### src/rtl/resv_pkg.sv
package resv_pkg;
  typedef struct packed {
    logic capture;   // load tag and priority from the load-linked
    logic dropTag;   // forget the stored tag (clear)
  } resvStrobe_t;
endpackage

### src/rtl/resv_datapath.sv
module resv_datapath
  import resv_pkg::*;
#(
  parameter int ADDR_W     = 16,
  parameter int LINE_OFF_W = 4,
  parameter int PRIO_W     = 3
) (
  input  logic              clk,
  input  logic              rst_n,
  input  resvStrobe_t       strobe,
  input  logic [ADDR_W-1:0] llAddr,
  input  logic [PRIO_W-1:0] llPrio,
  input  logic [ADDR_W-1:0] probeAddr,
  input  logic [PRIO_W-1:0] probePrio,
  input  logic [ADDR_W-1:0] scAddr,
  output logic              probeHit,
  output logic              probeWins,
  output logic              scHit,
  output logic [ADDR_W-1:0] fetchAddr
);
  localparam int TAG_W = ADDR_W - LINE_OFF_W;

  logic [TAG_W-1:0]  holdTag;
  logic [PRIO_W-1:0] holdPrio;

  always_ff @(posedge clk) begin
    if (!rst_n || strobe.dropTag) begin
      holdTag  <= '0;
      holdPrio <= '0;
    end else if (strobe.capture) begin
      holdTag  <= llAddr[ADDR_W-1:LINE_OFF_W];
      holdPrio <= llPrio;
    end
  end

  // Line-granular compares: offset bits never take part
  assign probeHit  = (probeAddr[ADDR_W-1:LINE_OFF_W] == holdTag);
  assign scHit     = (scAddr[ADDR_W-1:LINE_OFF_W] == holdTag);
  // Ties go to the holder
  assign probeWins = (probePrio > holdPrio);

  generate
    if (LINE_OFF_W > 0) begin : g_offset
      assign fetchAddr = {holdTag, {LINE_OFF_W{1'b0}}};
    end else begin : g_nooffset
      assign fetchAddr = holdTag;
    end
  endgenerate
endmodule

### src/rtl/resv_control.sv
module resv_control
  import resv_pkg::*;
(
  input  logic        clk,
  input  logic        rst_n,
  input  logic        llReq,
  input  logic        llHitExcl,
  input  logic        fetchDone,
  input  logic        fetchGranted,
  input  logic        scReq,
  input  logic        probeValid,
  input  logic        clearReq,
  input  logic        probeHit,
  input  logic        probeWins,
  input  logic        scHit,
  output resvStrobe_t strobe,
  output logic        fetchReq,
  output logic        scValid,
  output logic        scPass,
  output logic        probeRespValid,
  output logic        probeGrant,
  output logic        contention
);
  logic armed, failed, pending;
  logic live, conflict, loseLine;

  assign live     = armed && !failed;
  assign conflict = probeValid && live && probeHit;
  assign loseLine = conflict && probeWins;

  assign strobe.capture = llReq && !clearReq;
  assign strobe.dropTag = clearReq;
  assign fetchReq       = pending;

  always_ff @(posedge clk) begin
    if (!rst_n) begin
      scValid        <= 1'b0;
      scPass         <= 1'b0;
      probeRespValid <= 1'b0;
      probeGrant     <= 1'b0;
      contention     <= 1'b0;
    end else begin
      scValid        <= scReq;
      scPass         <= scReq && live && !pending && scHit;
      probeRespValid <= probeValid;
      probeGrant     <= probeValid && (!conflict || probeWins);
      if (conflict)   contention <= 1'b1;
      else if (llReq) contention <= 1'b0;
    end
  end

  always_ff @(posedge clk) begin
    if (!rst_n || clearReq) begin
      armed   <= 1'b0;
      failed  <= 1'b0;
      pending <= 1'b0;
    end else if (llReq) begin
      armed   <= 1'b1;
      failed  <= 1'b0;
      pending <= !llHitExcl;
    end else if (scReq) begin
      armed   <= 1'b0;
      failed  <= 1'b0;
      pending <= 1'b0;
    end else begin
      if (pending && fetchDone) begin
        pending <= 1'b0;
        if (!fetchGranted) failed <= 1'b1;
      end
      if (loseLine) failed <= 1'b1;
    end
  end
endmodule

### src/rtl/llsc_resv_monitor.sv
module llsc_resv_monitor
  import resv_pkg::*;
#(
  parameter int ADDR_W     = 16,
  parameter int LINE_OFF_W = 4,
  parameter int PRIO_W     = 3
) (
  input  logic              clk,
  input  logic              rst_n,
  input  logic              llReq,
  input  logic [ADDR_W-1:0] llAddr,
  input  logic [PRIO_W-1:0] llPrio,
  input  logic              llHitExcl,
  output logic              fetchReq,
  output logic [ADDR_W-1:0] fetchAddr,
  input  logic              fetchDone,
  input  logic              fetchGranted,
  input  logic              scReq,
  input  logic [ADDR_W-1:0] scAddr,
  output logic              scValid,
  output logic              scPass,
  input  logic              probeValid,
  input  logic [ADDR_W-1:0] probeAddr,
  input  logic [PRIO_W-1:0] probePrio,
  output logic              probeRespValid,
  output logic              probeGrant,
  input  logic              clearReq,
  output logic              contention
);
  resvStrobe_t strobe;
  logic probeHit, probeWins, scHit;

  resv_datapath #(
    .ADDR_W(ADDR_W), .LINE_OFF_W(LINE_OFF_W), .PRIO_W(PRIO_W)
  ) u_dp (
    .clk(clk), .rst_n(rst_n), .strobe(strobe),
    .llAddr(llAddr), .llPrio(llPrio),
    .probeAddr(probeAddr), .probePrio(probePrio), .scAddr(scAddr),
    .probeHit(probeHit), .probeWins(probeWins), .scHit(scHit),
    .fetchAddr(fetchAddr)
  );

  resv_control u_ctl (
    .clk(clk), .rst_n(rst_n),
    .llReq(llReq), .llHitExcl(llHitExcl),
    .fetchDone(fetchDone), .fetchGranted(fetchGranted),
    .scReq(scReq), .probeValid(probeValid), .clearReq(clearReq),
    .probeHit(probeHit), .probeWins(probeWins), .scHit(scHit),
    .strobe(strobe), .fetchReq(fetchReq),
    .scValid(scValid), .scPass(scPass),
    .probeRespValid(probeRespValid), .probeGrant(probeGrant),
    .contention(contention)
  );
endmodule

### config.mk
export PLATFORM = sky130hd
export DESIGN_NAME = llsc_resv_monitor
export DESIGN_NICKNAME = d
export VERILOG_FILES = /design/src/rtl/resv_pkg.sv /design/src/rtl/resv_datapath.sv /design/src/rtl/resv_control.sv /design/src/rtl/llsc_resv_monitor.sv
export SDC_FILE = /design/constraint.sdc
export NUM_CORES = 1
export LEC_CHECK = 0
export BUFFER_PORTS_ARGS = -buffer_cell sky130_fd_sc_hd__buf_2
export CAP_MARGIN = 0
export CORE_MARGIN = 1.5
export CORE_UTILIZATION = 44
export DETAILED_ROUTE_END_ITERATION = 6
export PLACE_DENSITY = 0.85
export SLEW_MARGIN = 5
export SYNTH_ARGS = -nofsm -noshare
export SYNTH_HDL_FRONTEND = slang
export SYNTH_SLANG_ARGS = --single-unit
### constraint.sdc
create_clock -name clk -period 3.2 [get_ports clk]
set_input_delay 0.64 -clock clk [delete_from_list [all_inputs] [get_ports clk]]
set_output_delay 0.64 -clock clk [all_outputs]
set_load 0.01 [all_outputs]
==> results.py <==
metrics = {
    "die": {
        "num_io_pins": 85,
        "fp.dieH_um": 55.60,
        "die-area_um2": 3091,
        "core_area_um2": 2545,
        "fp.dieW_um": 55.60,
        "initial_utilization_pct": 47.84,
        "rows": 18,
    },
    "cts": {
        "hold_buffers": 0,
        "clockBufferDepth": 2,
        "cts-resized-gates": 0,
        "cts_tree": "done",
        "cts_inserted_buffers": 3,
        "path_clk_slew_ns": 0.13,
        "htreeDepth": 1,
        "clkSinkCount": 23,
        "clk_latency_ns": 0.31,
        "cts_setup_buffers": 0,
        "ctsRootBufferMaster": "clkbuf_4",
    },
    "job": {
        "cap_violations": 0,
    },
    "final_layout": {
        "n_antenna_cell": 0,
        "finalNetCount": 266,
        "syn_to_final_growth_pct": 29.81,
        "finalInstanceArea_um2": 1580,
        "drive_above_1_share_pct": 36.18,
        "utilization_pct": 62.09,
        "final_cell_mix": "buf_2, dfxtp_1, xor2_1",
        "n_fill_cell": 255,
        "mostFrequentLayoutCell": "buf_2",
    },
    "setup_path": {
        "r2r_cells": 6,
        "max_stage_delay_ns": 0.46,
        "required_ns": 2.56,
        "crit_slowest_cell": "dfxtp_1",
        "cp_cell_sequence": "buf_2",
        "path_max_fanout": 4,
        "critPathKind": "flip-flop to output pin",
        "worstSetupStartpointType": "flip-flop",
        "end_kind": "output pin",
        "critPathBufInv": 1,
        "r2r_setup_slack_ns": 1.87,
        "cp.arrival_ns": 0.94,
        "r2r_end": "u_ctl.failed",
        "reg2reg_from": "u_dp.holdPrio[1]",
        "critPathTopFamily": "flip-flops",
    },
    "drt": {
        "wl_per_cell_um": 12.28,
        "antenna_left": 0,
        "num_vias": 1121,
        "drtIter0Drc": 20,
        "vias_per_cell": 4.895,
        "drt-total-wl_um": 2813,
        "drc": 0,
        "dr.pass1.iters": 4,
    },
    "placed_design": {
        "placed_area_um2": 1553,
        "numPortBuffers": 68,
        "place_congestion": 0.7361,
        "pre_cts_ws_ns": 1.311,
        "dpl.hpwl_um": 2284,
    },
    "synth": {
        "synth_cells": 132,
        "ys_types": 28,
        "synth_seq_area_share_pct": 37.82,
        "syn_avg_cell_area_um2": 9.223,
        "yosys.area.top_type": "dfxtp_1",
        "synth_top_area_share_pct": 37.82,
        "syn_area_um2": 1217,
        "synth_area_leaders": "dfxtp_1, xor2_1, mux2i_1",
        "synth_top_flop_cell": "dfxtp_1",
        "async_reset_ff_share_pct": 0,
        "ys_warn_count": 0,
        "synth_edf_count": 0,
        "ys_seq_elements": 23,
    },
    "grt": {
        "grt_pass1_vias": 1068,
        "grt_remaining_overflow": 0,
        "grt_pass1_wl_um": 4554,
        "antenna_found_initial": 0,
        "grt_max_degree": 21,
        "groute.usage.overall_pct": 18.10,
    },
    "worst_hold_path": {
        "holdPathEnd": "u_dp.holdPrio[2]",
        "hold_class": "flip-flop to flip-flop",
        "worst_hold_startpoint": "u_dp.holdPrio[2]",
        "whs_path_depth": 2,
    },
    "sta": {
        "finalSetupTns_ns": 0,
        "min_period_ns": 1.579,
        "slew_viol_final": 0,
        "fmax_mhz": 633.2,
        "final-setup-viol-count": 0,
        "setup_ws_ns": 1.621,
        "period_share_pct": 49.36,
        "fin_skew_ns": 0.008160,
        "worst_pin_slew_ns": 0.6969,
        "rsz0062_at_grt": "no",
        "hold_violations": 0,
        "relSlewSlack_pct": 53.54,
    },
    "pwr": {
        "swShare_pct": 26.95,
        "clkPwrFrac_pct": 24.4,
        "leakagePower_nw": 0.8602,
        "power-per-cell-area_nw_per_um2": 342.9,
        "power.total_uw": 541.9,
        "power_frac_comb_pct": 19.5,
        "ir_drop_uv": 225.8,
        "seqPwrFrac_pct": 56.1,
        "internal-power_uw": 395.9,
        "p_sw_uw": 146.1,
    },
    "outcome": {
        "status": "finished, final reports clean",
    },
}
-- cells by family after synthesis --
| family | Yosys count | synth area share, % |
|---|---|---|
| compound gates | 11 | 5.343 |
| xor+xnor | 23 | 16.55 |
| fa+ha+maj | 3 | 3.084 |
| buf+inv | 14 | 6.268 |
| flops | 23 | 37.82 |
| mux | 15 | 12.33 |
| other cells | 1 | 0.3080 |
| simple gates | 42 | 18.29 |
-- cell type report --
| cell class | instances | area (um2) | share of cell area [%] |
|---|---|---|---|
| clock buffers | 3 | 22.52 | 1.425 |
| multi-input cells | 98 | 691.9 | 43.78 |
| clock inverters | 1 | 5.005 | 0.3167 |
| flip-flops and latches | 23 | 460.4 | 29.14 |
| well taps | 30 | 37.54 | 2.375 |
| inverters | 6 | 22.52 | 1.425 |
| repair buffers | 68 | 340.3 | 21.54 |
-- how the worst max path moves through the flow --
stage,from,to,slack [ns],cells past startpoint
CTS,u_dp.holdTag[9],fetchAddr[13],1.61,1
finish,u_dp.holdTag[9],fetchAddr[13],1.62,1
floorplan,probePrio[1],u_ctl.failed,1.66,5
detailed placement,clearReq,u_ctl.failed,1.31,5
global placement,clearReq,u_ctl.failed,1.35,5
global route,clearReq,u_ctl.failed,1.54,5
-- stage by stage --
stage / hold slack, ns / instances
finish: 0.5093 / 229
global route: 0.5619 / 229
CTS: 0.5201 / 229
detailed placement: 0.4889 / 225
global placement: 0.4746 / 225
floorplan: 0.4604 / 135
-- cell usage after synthesis (2+ instances only) --
master / n
buf_4: 6
dfxtp_1: 23
mux2i_1: 15
and2_1: 2
nor3_1: 3
a21oi_1: 3
o21a_1: 2
and4_1: 2
nand3b_1: 2
xor2_1: 22
nor2_1: 19
nor4_1: 7
o21ai_0: 3
ha_1: 3
inv_1: 6
nor2b_1: 2
-- routing by layer --
| metal | vias up | global-route usage (%) | wire (um) |
|---|---|---|---|
| li1 | 579 | - | - |
| met1 | 500 | 22.79 | 1251 |
| met2 | 40 | 32.14 | 1393 |
| met3 | 2 | 3.023 | 153 |
| met4 | 0 | 4.181 | 13 |
| met5 | - | 0 | 0 |
-- power groups by stage --
stage	combinational (mW)	sequential (mW)	clock (mW)
floorplan	0.0586	0.313	0
global placement	0.103	0.310	0
detailed placement	0.106	0.311	0
CTS	0.107	0.304	0.136
global route	0.118	0.306	0.149
finish	0.106	0.304	0.132
-- sequential cells by signal, indices dropped and copies added, names as in the netlist --
register / flops
u_dp.holdTag: 12
u_dp.holdPrio: 3
u_ctl.armed: 1
u_ctl.contention: 1
u_ctl.failed: 1
u_ctl.fetchReq: 1
u_ctl.probeGrant: 1
u_ctl.probeRespValid: 1
u_ctl.scPass: 1
u_ctl.scValid: 1
(Power assumes the default switching activity.)
